## config.mk

```make
export PLATFORM = sky130hd
export DESIGN_NAME = des_block_reg
export DESIGN_NICKNAME = d
export VERILOG_FILES = /design/src/rtl/des_blk_pkg.sv /design/src/rtl/des_lane_reg.sv /design/src/rtl/des_blk_datapath.sv /design/src/rtl/des_blk_ctrl.sv /design/src/rtl/des_block_reg.sv
export SDC_FILE = /design/constraint.sdc
export NUM_CORES = 1
export LEC_CHECK = 0
export BUFFER_PORTS_ARGS = -buffer_cell sky130_fd_sc_hd__buf_2
export CORE_MARGIN = 5
export CORE_UTILIZATION = 48
export DETAILED_ROUTE_END_ITERATION = 10
export PLACE_DENSITY = 0.79
export SYNTH_ARGS = -nofsm -noshare
export SYNTH_HDL_FRONTEND = slang
export SYNTH_SLANG_ARGS = --single-unit
```

## constraint.sdc

```tcl
create_clock -name clk -period 1.7 [get_ports clk]
set_input_delay 0.085 -clock clk [delete_from_list [all_inputs] [get_ports clk]]
set_output_delay 0.085 -clock clk [all_outputs]
set_load 0.03 [all_outputs]
```

## src/rtl/des_blk_pkg.sv

```systemverilog
package des_blk_pkg;

  typedef enum logic [1:0] {
    ST_IDLE   = 2'd0,
    ST_LOAD   = 2'd1,
    ST_UNLOAD = 2'd2
  } blkState_t;

  // Strobes from the controller to the datapath
  typedef struct packed {
    logic parEn;     // replace both halves from the parallel inputs
    logic shiftEn;   // one serial step on every lane
    logic takeData;  // serial input comes from the port (else zero)
  } dpCtl_t;

endpackage

```

## src/rtl/des_lane_reg.sv

```systemverilog
// One shift lane: parallel load wins over a serial step; a serial step moves
// every bit one place toward the LSB and enters the new bit at the MSB.
module des_lane_reg #(
  parameter int LEN = 8
) (
  input  logic           clk,
  input  logic           rstN,
  input  logic           parEn,
  input  logic           shiftEn,
  input  logic           serIn,
  input  logic [LEN-1:0] parIn,
  output logic [LEN-1:0] q
);

  always_ff @(posedge clk) begin
    if (!rstN) begin
      q <= '0;
    end else if (parEn) begin
      q <= parIn;
    end else if (shiftEn) begin
      q <= {serIn, q[LEN-1:1]};
    end
  end

endmodule

```

## src/rtl/des_blk_datapath.sv

```systemverilog
// Left and right halves built from byte lanes; the lane wiring to the byte
// port realises the initial and final permutations.
module des_blk_datapath
  import des_blk_pkg::*;
#(
  parameter int LANE_LEN       = 8,
  parameter int LANES_PER_HALF = 4
) (
  input  logic                                clk,
  input  logic                                rstN,
  input  dpCtl_t                              ctl,
  input  logic [2*LANES_PER_HALF-1:0]         dataIn,
  output logic [2*LANES_PER_HALF-1:0]         dataOut,
  input  logic [LANE_LEN*LANES_PER_HALF-1:0]  parInL,
  input  logic [LANE_LEN*LANES_PER_HALF-1:0]  parInR,
  output logic [LANE_LEN*LANES_PER_HALF-1:0]  parOutL,
  output logic [LANE_LEN*LANES_PER_HALF-1:0]  parOutR
);

  localparam int PORT_W = 2 * LANES_PER_HALF;
  localparam int HALF_W = LANE_LEN * LANES_PER_HALF;

  for (genvar j = 0; j < LANES_PER_HALF; j++) begin : g_lane
    // port bit 2j+2 feeds left lane j, port bit 2j+1 feeds right lane j
    localparam int IN_L  = PORT_W - 2*j - 2;
    localparam int IN_R  = PORT_W - 2*j - 1;
    // on output, left lane j drives port bit 2j+1, right lane j port bit 2j+2
    localparam int OUT_L = PORT_W - 2*j - 1;
    localparam int OUT_R = PORT_W - 2*j - 2;
    localparam int TOP   = HALF_W - 1 - j*LANE_LEN;

    logic [LANE_LEN-1:0] laneL;
    logic [LANE_LEN-1:0] laneR;

    des_lane_reg #(.LEN(LANE_LEN)) i_laneL (
      .clk    (clk),
      .rstN   (rstN),
      .parEn  (ctl.parEn),
      .shiftEn(ctl.shiftEn),
      .serIn  (ctl.takeData & dataIn[IN_L]),
      .parIn  (parInL[TOP -: LANE_LEN]),
      .q      (laneL)
    );

    des_lane_reg #(.LEN(LANE_LEN)) i_laneR (
      .clk    (clk),
      .rstN   (rstN),
      .parEn  (ctl.parEn),
      .shiftEn(ctl.shiftEn),
      .serIn  (ctl.takeData & dataIn[IN_R]),
      .parIn  (parInR[TOP -: LANE_LEN]),
      .q      (laneR)
    );

    assign parOutL[TOP -: LANE_LEN] = laneL;
    assign parOutR[TOP -: LANE_LEN] = laneR;
    assign dataOut[OUT_L]           = laneL[0];
    assign dataOut[OUT_R]           = laneR[0];
  end

  // parallel load takes precedence over any serial step
  p_par_prio_r6: assert property (@(posedge clk) disable iff (!rstN)
    ctl.parEn |=> (parOutL == $past(parInL)) && (parOutR == $past(parInR)));

  // halves move only when the controller strobes them
  p_halves_idle_r9: assert property (@(posedge clk) disable iff (!rstN)
    (!ctl.parEn && !ctl.shiftEn) |=> $stable(parOutL) && $stable(parOutR));

endmodule

```

## src/rtl/des_blk_ctrl.sv

```systemverilog
// Sequencer: byte counter, load/unload handshakes and done pulses.
module des_blk_ctrl
  import des_blk_pkg::*;
#(
  parameter int LANE_LEN = 8
) (
  input  logic   clk,
  input  logic   rstN,
  input  logic   inValid,
  input  logic   unloadReq,
  input  logic   outReady,
  input  logic   parLoad,
  output dpCtl_t ctl,
  output logic   inReady,
  output logic   outValid,
  output logic   loadDone,
  output logic   unloadDone
);

  localparam int                CNT_W = (LANE_LEN > 1) ? $clog2(LANE_LEN) : 1;
  localparam logic [CNT_W-1:0]  LAST  = CNT_W'(LANE_LEN - 1);

  blkState_t        state;
  logic [CNT_W-1:0] byteCnt;
  logic             unloading;
  logic             startUnload;
  logic             takeIn;
  logic             takeOut;
  logic             lastByte;

  always_comb begin
    unloading   = (state == ST_UNLOAD);
    startUnload = (state == ST_IDLE) && unloadReq;
    inReady     = !unloading && !parLoad && !startUnload;
    outValid    = unloading;
    takeIn      = inValid && inReady;
    takeOut     = unloading && outReady && !parLoad;
    lastByte    = (byteCnt == LAST);
    ctl.parEn    = parLoad;
    ctl.shiftEn  = takeIn || takeOut;
    ctl.takeData = takeIn;
  end

  always_ff @(posedge clk) begin
    if (!rstN) begin
      state      <= ST_IDLE;
      byteCnt    <= '0;
      loadDone   <= 1'b0;
      unloadDone <= 1'b0;
    end else begin
      loadDone   <= takeIn && lastByte;
      unloadDone <= takeOut && lastByte;
      unique case (state)
        ST_IDLE: begin
          if (startUnload) begin
            state   <= ST_UNLOAD;
            byteCnt <= '0;
          end else if (takeIn) begin
            state   <= lastByte ? ST_IDLE : ST_LOAD;
            byteCnt <= lastByte ? '0 : byteCnt + 1'b1;
          end
        end
        ST_LOAD: begin
          if (takeIn) begin
            state   <= lastByte ? ST_IDLE : ST_LOAD;
            byteCnt <= lastByte ? '0 : byteCnt + 1'b1;
          end
        end
        ST_UNLOAD: begin
          if (takeOut) begin
            state   <= lastByte ? ST_IDLE : ST_UNLOAD;
            byteCnt <= lastByte ? '0 : byteCnt + 1'b1;
          end
        end
        default: begin
          state   <= ST_IDLE;
          byteCnt <= '0;
        end
      endcase
    end
  end

  p_ready_excl_r9: assert property (@(posedge clk) disable iff (!rstN)
    outValid |-> !inReady);

  p_load_done_pulse_r7: assert property (@(posedge clk) disable iff (!rstN)
    loadDone |=> !loadDone);

  p_unload_end_r8: assert property (@(posedge clk) disable iff (!rstN)
    unloadDone |-> !outValid && !$past(unloadDone));

  p_no_unload_midload_r10: assert property (@(posedge clk) disable iff (!rstN)
    (state == ST_LOAD) |=> !outValid);

  p_cnt_hold_r6: assert property (@(posedge clk) disable iff (!rstN)
    parLoad |=> $stable(byteCnt));

endmodule

```

## src/rtl/des_block_reg.sv

```systemverilog
// Thin top: byte-serial DES data block register.
module des_block_reg
  import des_blk_pkg::*;
#(
  parameter int LANE_LEN       = 8,
  parameter int LANES_PER_HALF = 4
) (
  input  logic                               clk,
  input  logic                               rstN,
  input  logic [2*LANES_PER_HALF-1:0]        dataIn,
  input  logic                               inValid,
  output logic                               inReady,
  output logic [2*LANES_PER_HALF-1:0]        dataOut,
  output logic                               outValid,
  input  logic                               outReady,
  input  logic                               unloadReq,
  output logic                               loadDone,
  output logic                               unloadDone,
  input  logic                               parLoad,
  input  logic [LANE_LEN*LANES_PER_HALF-1:0] parInL,
  input  logic [LANE_LEN*LANES_PER_HALF-1:0] parInR,
  output logic [LANE_LEN*LANES_PER_HALF-1:0] parOutL,
  output logic [LANE_LEN*LANES_PER_HALF-1:0] parOutR
);

  dpCtl_t ctl;

  des_blk_ctrl #(.LANE_LEN(LANE_LEN)) i_ctrl (
    .clk       (clk),
    .rstN      (rstN),
    .inValid   (inValid),
    .unloadReq (unloadReq),
    .outReady  (outReady),
    .parLoad   (parLoad),
    .ctl       (ctl),
    .inReady   (inReady),
    .outValid  (outValid),
    .loadDone  (loadDone),
    .unloadDone(unloadDone)
  );

  des_blk_datapath #(
    .LANE_LEN      (LANE_LEN),
    .LANES_PER_HALF(LANES_PER_HALF)
  ) i_dp (
    .clk    (clk),
    .rstN   (rstN),
    .ctl    (ctl),
    .dataIn (dataIn),
    .dataOut(dataOut),
    .parInL (parInL),
    .parInR (parInR),
    .parOutL(parOutL),
    .parOutR(parOutR)
  );

  // a stalled output byte stays put and stays valid
  p_hold_r8: assert property (@(posedge clk) disable iff (!rstN)
    (outValid && !outReady && !parLoad) |=> outValid && $stable(dataOut));

  // idle request wins over a same-cycle input byte
  p_req_prio_r10: assert property (@(posedge clk) disable iff (!rstN)
    (!outValid && !inReady && unloadReq && !parLoad) |=> outValid);

endmodule

```

==> out/metrics.cfg, run 1 <==
[clock_network]
cts.sinks=71
clk_latency_ns=0.34
path_clk_slew_ns=0.08
htree_num_levels=3
cts_max_path_buffers=2
cts-root-buf=clkbuf_8
tritoncts=yes
numCtsBuffers=9

[pwr]
p_per_area_nw_per_um2=959
intPower_mw=2.91
clkPwrFrac_pct=31.0
combPwrFrac_pct=25.7
switching_share_pct=33.5
power_frac_seq_pct=43.3
peakVddDrop_v=0.000541
p_switching_mw=1.46
p_leak_nw=1.93

[die]
die_width_um=95.4
rows=31
die_h_um=95.4
io_pins=154
dieArea_um2=9100
fp.coreArea_um2=7180
start_util_pct=48.8

[grt]
grt_pass1_wl_um=16300
antenna_found_initial=0
grt_usage_pct=22.5
grt_overflow=0
grt_pass1_vias=3459
grt_start_max_net_pins=58

[placed_design]
hpwl_um=7110
gp_congestion=0.900
port_buffers=153
dp_cells=617

[timing]
worst_pin_slew_ns=0.450
fmax_mhz=671
fin_tns_setup_ns=0
fin_crit_sh_pct=87.7
finalHoldViolCount=0
fin_skew_ns=0.0136
fin_crit_ns=1.49
drv_slew=0
slew_headroom_pct=69.9
setup_viol=0
rsz0062_at_grt=no

[worst_hold_path]
min-delay-path-class=in2reg

[yosys]
synthFlopType=dfxtp_1
async_flop_share_pct=0
synth_edf_count=0
syn_inst=397
synth-seq-area-share_pct=40.6
post-synth-top-area-fraction_pct=40.6
synth_area_um2=3500
synth_area_leader_cell=dfxtp_1
synth_cell_types=37
yosysMostFrequentCell=a21oi_2
syn_avg_cell_area_um2=8.82
ys_warn_count=0
synth_common_cells=a21oi_2 (80), dfxtp_1 (71), nand2_1 (58)
ys_seq_elements=71
syn_nets=477
synth.area.top_cells=dfxtp_1 (41%), a21oi_2 (20%), o21ai_0 (7.2%), nand2_1 (6.2%), a21oi_1 (4.7%)

[status]
status=completed

[cells_and_area]
multiInputGateArea_um2=1770
layout-drive-gt1-share_pct=49.7
syn2layout_area_growth_pct=30.1
seq_area_um2=1420
nets=618
layoutNonFillerInstCount=642
antennaDiodeCount=0
n_fill_cell=631

[detailed_routing]
first_iter_violations=221
routed_wire_length_per_instance_um=15.9
drtAntennaViolNets=0
vias=3436
first_pass_iters=6
drc=0
vias_per_cell=5.35
totalWireLength_um=10200

[setup_path]
r2r_slack_ns=0.21
cp-end-kind=register
worst-setup-path-type=reg2reg
crit_arrival_ns=1.76
cp-start-kind=register
crit_required_ns=1.97
cp_max_fo=13

[flow_run]
cap_viol_max_count=0

## final timing paths
| path | endpoint | start | depth (start not counted) |
|---|---|---|---|
| worst max-delay path | i_dp.g_lane[2].i_laneR.q[6] | i_ctrl.state[1] | 6 |
| worst min-delay path | i_dp.g_lane[1].i_laneL.q[3] | parInL[19] | 3 |
| worst min register to register | i_dp.g_lane[3].i_laneR.q[5] | i_dp.g_lane[3].i_laneR.q[6] | 2 |
| worst max register to register | i_dp.g_lane[2].i_laneR.q[6] | i_ctrl.state[1] | 6 |
## metrics by stage
stage	setup WS (ns)	power (mW)	utilization, %	hold WS [ns]	instance area [um2]
6_report	0.209	4.37	63.5	0.0122	4550
5_1_grt	0.0485	4.58	63.5	0.00598	4550
4_1_cts	0.0315	4.37	62.8	0.000525	4500
3_5_place_dp	0.0502	3.02	59.1	0.344	4240
3_3_place_gp	0.129	3.00	59.1	0.336	4240
2_1_floorplan	0.389	2.71	-	0.246	3500
## cell usage in the layout (no fill, tap or decap), types with 2 or more instances in the layout
master         Yosys  routed
buf_2             11     152
nor3_1             3       3
o21bai_1           2       2
a32oi_1            2       2
dlygate4sd3_1      0       6
nand2b_1           3       3
a21oi_1           33      33
nand2_1           58      58
buf_12             4       7
inv_1              5       5
clkinv_2           0       2
nor2b_1            2       2
a21oi_2           80      80
o21ai_0           50      50
nor2_1            13      12
o21ai_1            6       6
clkinv_4           0       2
ha_1               2       2
a211oi_1           2       2
a222oi_1           8       8
clkbuf_8           0      10
dfxtp_1           71      71
buf_4             13       7
## cells by family after synthesis
family | Yosys count | synth area share [%]
flip-flops | 71 | 40.6
AND/OR/NAND/NOR | 82 | 9.72
adder cells (fa/ha/maj) | 2 | 0.715
buffers and inverters | 48 | 9.01
AO/OA/AOI/OAI | 194 | 39.9
## metal layers
metal | up-vias | part of all wire, % | track usage (%)
met4 | 0 | 1.8 | 8.41
li1 | 1680 | - | -
met5 | - | 0 | 0
met1 | 1600 | 41 | 27.5
met3 | 17 | 8.4 | 6.39
met2 | 139 | 49 | 37.7
## state kept, by name (all words and copies together), names as in the netlist
signal                 cells
i_dp.g_lane.i_laneL.q     32
i_dp.g_lane.i_laneR.q     32
i_ctrl.byteCnt             3
i_ctrl.state               2
i_ctrl.loadDone            1
i_ctrl.unloadDone          1
## worst max-delay path: stages (launching register included)
cell and delay [ns]:
dfxtp_1 0.33, buf_4 0.19, o21bai_2 0.15, a21oi_4 0.22, buf_4 0.28, a21oi_1 0.10, a21oi_1 0.14
## power groups by stage
stage,Sequential (mW),Combinational (mW),Clock (mW)
detailed placement,1.93,1.09,0
global route,1.91,1.21,1.46
global placement,1.92,1.07,0
floorplan,2.14,0.569,0
CTS,1.89,1.10,1.38
finish,1.89,1.12,1.35
## layout make-up
type / count / share of cell area [%]
multi-input cells: 278 / 38.9
well taps: 99 / 2.72
clock inverters: 5 / 1.26
repair buffers: 172 / 22.3
flip-flops and latches: 71 / 31.2
clock buffers: 11 / 3.11
inverters: 6 / 0.495
## repair_timing
| action | in CTS | in global routing |
|---|---|---|
| gates resized for setup | 0 | 1 |
| hold buffers | 6 | 0 |
| endpoints found under the setup margin | 0 | 43 |
| setup buffers | 0 | 3 |
| hold endpoints to repair | 6 | 0 |
No activity file was read; power rests on OpenSTA's default activity.
==> run 2: changes to the inputs <==
BUFFER_PORTS_ARGS = -buffer_cell sky130_fd_sc_hd__buf_4   (was -buffer_cell sky130_fd_sc_hd__buf_2)
SLEW_MARGIN = 20   (was default)
==> run 2 against run 1 <==
  * First-iteration DRC count fell by 33%
  * Combinational power rose by 9%
  * Routed wire length rose by 2.8%
  * Clock power rose by 6%
  * Cell area rose by 8.0%
  * Core utilization rose by 5.1 points
  * Global-route usage rose by 0.54 points
  * Highest routed layer unchanged
==> out/metrics.cfg, run 2 (synthesized netlist as in run 1, its figures left out) <==
[status]
status=completed

[timing]
rsz0062_at_grt=no
setup_viol=0
fin_skew_ns=0.0136
finalHoldViolCount=0
worst_pin_slew_ns=0.472
fin_tns_setup_ns=0
fmax_mhz=647
slew_headroom_pct=68.5
drv_slew=0
fin_crit_ns=1.55
fin_crit_sh_pct=90.9

[die]
io_pins=154
die_h_um=95.4
rows=31
dieArea_um2=9100
fp.coreArea_um2=7180
die_width_um=95.4
start_util_pct=48.8

[placed_design]
port_buffers=153
hpwl_um=7360
dp_cells=619
gp_congestion=0.849

[setup_path]
cp_max_fo=30
cp-start-kind=register
worst-setup-path-type=reg2reg
crit_end=i_dp.g_lane[1].i_laneL.q[1]
reg2reg_from=i_ctrl.state[1]
crit_arrival_ns=1.81
reg2reg_to=i_dp.g_lane[1].i_laneL.q[1]
critical_path.startpoint=i_ctrl.state[1]
r2r_slack_ns=0.15
reg2reg_depth=5
cp-end-kind=register
crit_required_ns=1.96

[pwr]
p_per_area_nw_per_um2=927
peakVddDrop_v=0.000461
p_leak_nw=2.01

[clock_network]
cts_setup_buffers=0
htree_num_levels=3
path_clk_slew_ns=0.08
numCtsBuffers=9
cts.sinks=71
cts-root-buf=clkbuf_8
tritoncts=yes
clk_latency_ns=0.34
cts_max_path_buffers=2

[detailed_routing]
first_pass_iters=4
vias=3452
totalWireLength_um=10500
vias_per_cell=5.38
drtAntennaViolNets=0
drc=0
routed_wire_length_per_instance_um=16.3
first_iter_violations=148

[cells_and_area]
nets=618
antennaDiodeCount=0
layoutNonFillerInstCount=642
syn2layout_area_growth_pct=40.5
final_common_cell=buf_4
final_cell_mix=buf_4 (160), a21oi_2 (80), dfxtp_1 (71), nand2_1 (58), o21ai_0 (50)
top_regs=i_dp.g_lane.i_laneL.q: 32 flops, i_dp.g_lane.i_laneR.q: 32 flops, i_ctrl.byteCnt: 3 flops
layout-drive-gt1-share_pct=49.2

[grt]
grt_overflow=0
grt_pass1_wl_um=16500
antenna_found_initial=0
grt_start_max_net_pins=35
grt_usage_pct=23.1
grt_pass1_vias=3389

[worst_hold_path]
min-delay-path-class=in2reg

[flow_run]
cap_viol_max_count=0

-- run 2: cell count changes in the layout (fill, tap and decap cells not counted) --
cell	change
buf_12	-2
clkinv_4	-2
bufinv_16	+1
dlygate4sd3_1	+1
buf_4	+153
clkbuf_8	-1
clkbuf_1	+2
buf_2	-152
-- run 2: layout make-up --
cell class | count | area, um2
inverter | 6 | 22.5
multi-input combinational | 278 | 1770
tap | 99 | 124
clock buffer | 12 | 135
clock inverter | 4 | 70.1
fill | 578 | 2260
sequential | 71 | 1420
timing repair buffer | 172 | 1370
-- run 2: worst min path at each step --
stage,slack (ns),cells past startpoint,start,endpoint
after global routing,0.007,3,dataIn[5],i_dp.g_lane[1].i_laneR.q[7]
after global placement,0.34,3,parInL[28],i_dp.g_lane[0].i_laneL.q[4]
after floorplan,0.25,2,outReady,i_ctrl.unloadDone
after CTS,0.003,3,dataIn[1],i_dp.g_lane[3].i_laneR.q[7]
final,0.01,3,parInL[31],i_dp.g_lane[0].i_laneL.q[7]
after detailed placement,0.34,3,parInR[2],i_dp.g_lane[3].i_laneR.q[2]
-- run 2: what timing repair did --
item,4_1_cts,5_1_grt
endpoints found under the hold margin,7,0
gates resized for setup,0,1
endpoints found under the setup margin,0,2
hold buffers,7,0
-- run 2: layer usage --
layer | track usage (%) | routed length [um]
met1 | 28.7 | 4400
met2 | 38.4 | 5170
met3 | 5.29 | 741
met4 | 9.72 | 163
met5 | 0 | 0
-- run 2: stage by stage --
stage          total power, mW  util (%)  instance area [um2]  worst slack, ns  hold slack (ns)
3_5_place_dp              3.15      64.7                 4640            0.178            0.344
4_1_cts                   4.59      68.5                 4910            0.146          0.00325
6_report                  4.56      68.5                 4920            0.155           0.0150
3_3_place_gp              3.13      64.7                 4640            0.273            0.335
5_1_grt                   4.79      68.5                 4920           0.0431          0.00726
2_1_floorplan             2.71         -                 3500            0.389            0.246
-- run 2: critical path, cell delays in order (launching register included) --
cell,delay (ns)
dfxtp_1,0.50
o21bai_2,0.20
a21oi_4,0.26
buf_12,0.25
a21oi_1,0.10
a21oi_1,0.16
-- run 2: power by group --
group	internal (mW)	switching [mW]	total [mW]	leakage (nW)
Sequential	1.79	0.118	1.90	0.589
Clock	0.824	0.605	1.43	0.104
Combinational	0.504	0.719	1.22	1.32
Total	3.11	1.44	4.56	2.01
==> run 3: changes to the inputs <==
CORE_MARGIN = default   (was 5)
==> run 3 against run 2 <==
  * Cell area is 1.2% higher
  * First-iteration DRC count is 21% higher
  * Count of clock-buffer cells in the layout is 1 higher
  * Via count is 1.6% higher
  * Global-route usage is 2.1 points higher
  * Register-to-register slack hardly changed
  * Fmax is 0.56% higher
  * Routed wire length is 4.1% lower
  * Critical path type unchanged
  * Largest cell class unchanged
==> out/metrics.cfg, run 3 (synthesized netlist as in run 1, its figures left out) <==
[status]
status=completed

[setup_path]
crit_required_ns=1.97
crit_arrival_ns=1.81
reg2reg_from=i_ctrl.state[1]
cp-start-kind=register
r2r_slack_ns=0.16
crit_slowest_cell=dfxtp_1
reg2reg_to=i_dp.g_lane[1].i_laneR.q[2]
crit_end=i_dp.g_lane[1].i_laneR.q[2]
critPathMostFrequentCell=a21oi_1
cp-end-kind=register
cp_max_fo=23
critical_path.startpoint=i_ctrl.state[1]
crit_path_max_incr_delay_ns=0.47
reg2reg_depth=5
worst-setup-path-type=reg2reg
crit_chain=o21bai_2 > a21oi_4 > buf_12 > a21oi_1 > a21oi_1

[die]
rows=30
fp.coreArea_um2=6910
die_h_um=87.4
die_width_um=87.4
dieArea_um2=7640
start_util_pct=50.7
io_pins=154

[pwr]
total_power_mw=4.66
p_per_area_nw_per_um2=935
peakVddDrop_v=0.000565
p_leak_nw=2.04

[clock_network]
htree_num_levels=3
cts.sinks=71
numCtsBuffers=9
clk_latency_ns=0.34
tritoncts=yes
cts-root-buf=clkbuf_8
cts_max_path_buffers=2
path_clk_slew_ns=0.07

[cells_and_area]
final_cell_mix=buf_4 (161), a21oi_2 (80), dfxtp_1 (71), nand2_1 (58), o21ai_0 (50)
finalInstanceArea_um2=4980
final_common_cell=buf_4
layout-drive-gt1-share_pct=48.6
n_fill_cell=580
antennaDiodeCount=0
syn2layout_area_growth_pct=42.2
top_regs=i_dp.g_lane.i_laneL.q: 32 flops, i_dp.g_lane.i_laneR.q: 32 flops, i_ctrl.byteCnt: 3 flops
nets=624
final_core_util_pct=72.1

[timing]
worst_pin_slew_ns=0.482
slew_headroom_pct=67.8
fmax_mhz=651
fin_skew_ns=0.00808
drv_slew=0
fin_tns_setup_ns=0
setup_viol=0
fin_crit_sh_pct=90.4
fin_crit_ns=1.54
rsz0062_at_grt=no
setup_slack_ns=0.163
finalHoldViolCount=0

[placed_design]
pre_cts_ws_ns=0.204
hpwl_um=6760
port_buffers=153
gp_congestion=0.898
placed_cell_area_um2=4620

[worst_hold_path]
min-delay-path-class=in2reg

[grt]
grt_pass1_wl_um=15000
grt_usage_pct=25.1
grt_start_max_net_pins=57
antenna_found_initial=0
grt_pass1_vias=3185
grt_overflow=0

[detailed_routing]
drc=0
totalWireLength_um=10000
first_pass_iters=6
routed_wire_length_per_instance_um=15.6
drtAntennaViolNets=0
first_iter_violations=179
vias_per_cell=5.44
vias=3507

[flow_run]
cap_viol_max_count=0

run 3: worst min path at each step:
stage,startpoint,to,slack [ns],depth (start not counted)
6_report,parInR[16],i_dp.g_lane[1].i_laneR.q[0],0.01,3
5_1_grt,parInR[0],i_dp.g_lane[3].i_laneR.q[0],0.001,3
4_1_cts,dataIn[3],i_dp.g_lane[2].i_laneR.q[7],0.0008,3
3_5_place_dp,parInR[1],i_dp.g_lane[3].i_laneR.q[1],0.35,3
3_3_place_gp,parInR[2],i_dp.g_lane[3].i_laneR.q[2],0.34,3
2_1_floorplan,outReady,i_ctrl.unloadDone,0.25,2
run 3: where the power goes:
group | leakage (nW) | internal, mW | switching (mW) | total [mW]
sequential | 0.589 | 1.79 | 0.116 | 1.90
combinational | 1.34 | 0.508 | 0.716 | 1.22
clock | 0.114 | 0.907 | 0.623 | 1.53
total | 2.04 | 3.20 | 1.46 | 4.66
run 3: layout make-up:
| class | count | area [um2] | area share, % |
|---|---|---|---|
| clock buffers | 13 | 159 | 3.19 |
| flip-flops and latches | 71 | 1420 | 28.6 |
| clock inverters | 3 | 65.1 | 1.31 |
| multi-input cells | 278 | 1770 | 35.6 |
| well taps | 96 | 120 | 2.41 |
| inverters | 6 | 22.5 | 0.452 |
| repair buffers | 178 | 1420 | 28.5 |
run 3: metal layers:
metal,routed length (um),global-route usage [%],share of wire [%],vias up
li1,-,-,-,1690
met1,4140,31.7,41,1635
met2,4830,40.3,48,156
met3,812,6.54,8.1,26
met4,257,11.2,2.6,0
met5,0,0,0,-
run 3: what timing repair did:
| item | CTS | global route |
|---|---|---|
| setup buffers | 0 | 0 |
| hold buffers | 10 | 3 |
| hold endpoints to repair | 10 | 3 |
| resized for setup | 0 | 0 |
run 3: per-stage QoR:
step	hold slack, ns	instances
after floorplan	0.246	397
after global placement	0.338	616
after detailed placement	0.346	616
after CTS	0.000838	642
after global routing	0.00100	645
final	0.00990	645
run 3: critical path, delay by kind of cell (launching register included):
| family | cells | cell delay [ns] |
|---|---|---|
| AOI/OAI and AO/OA | 4 | 0.75 |
| buffers and inverters | 1 | 0.22 |
| DFF | 1 | 0.47 |
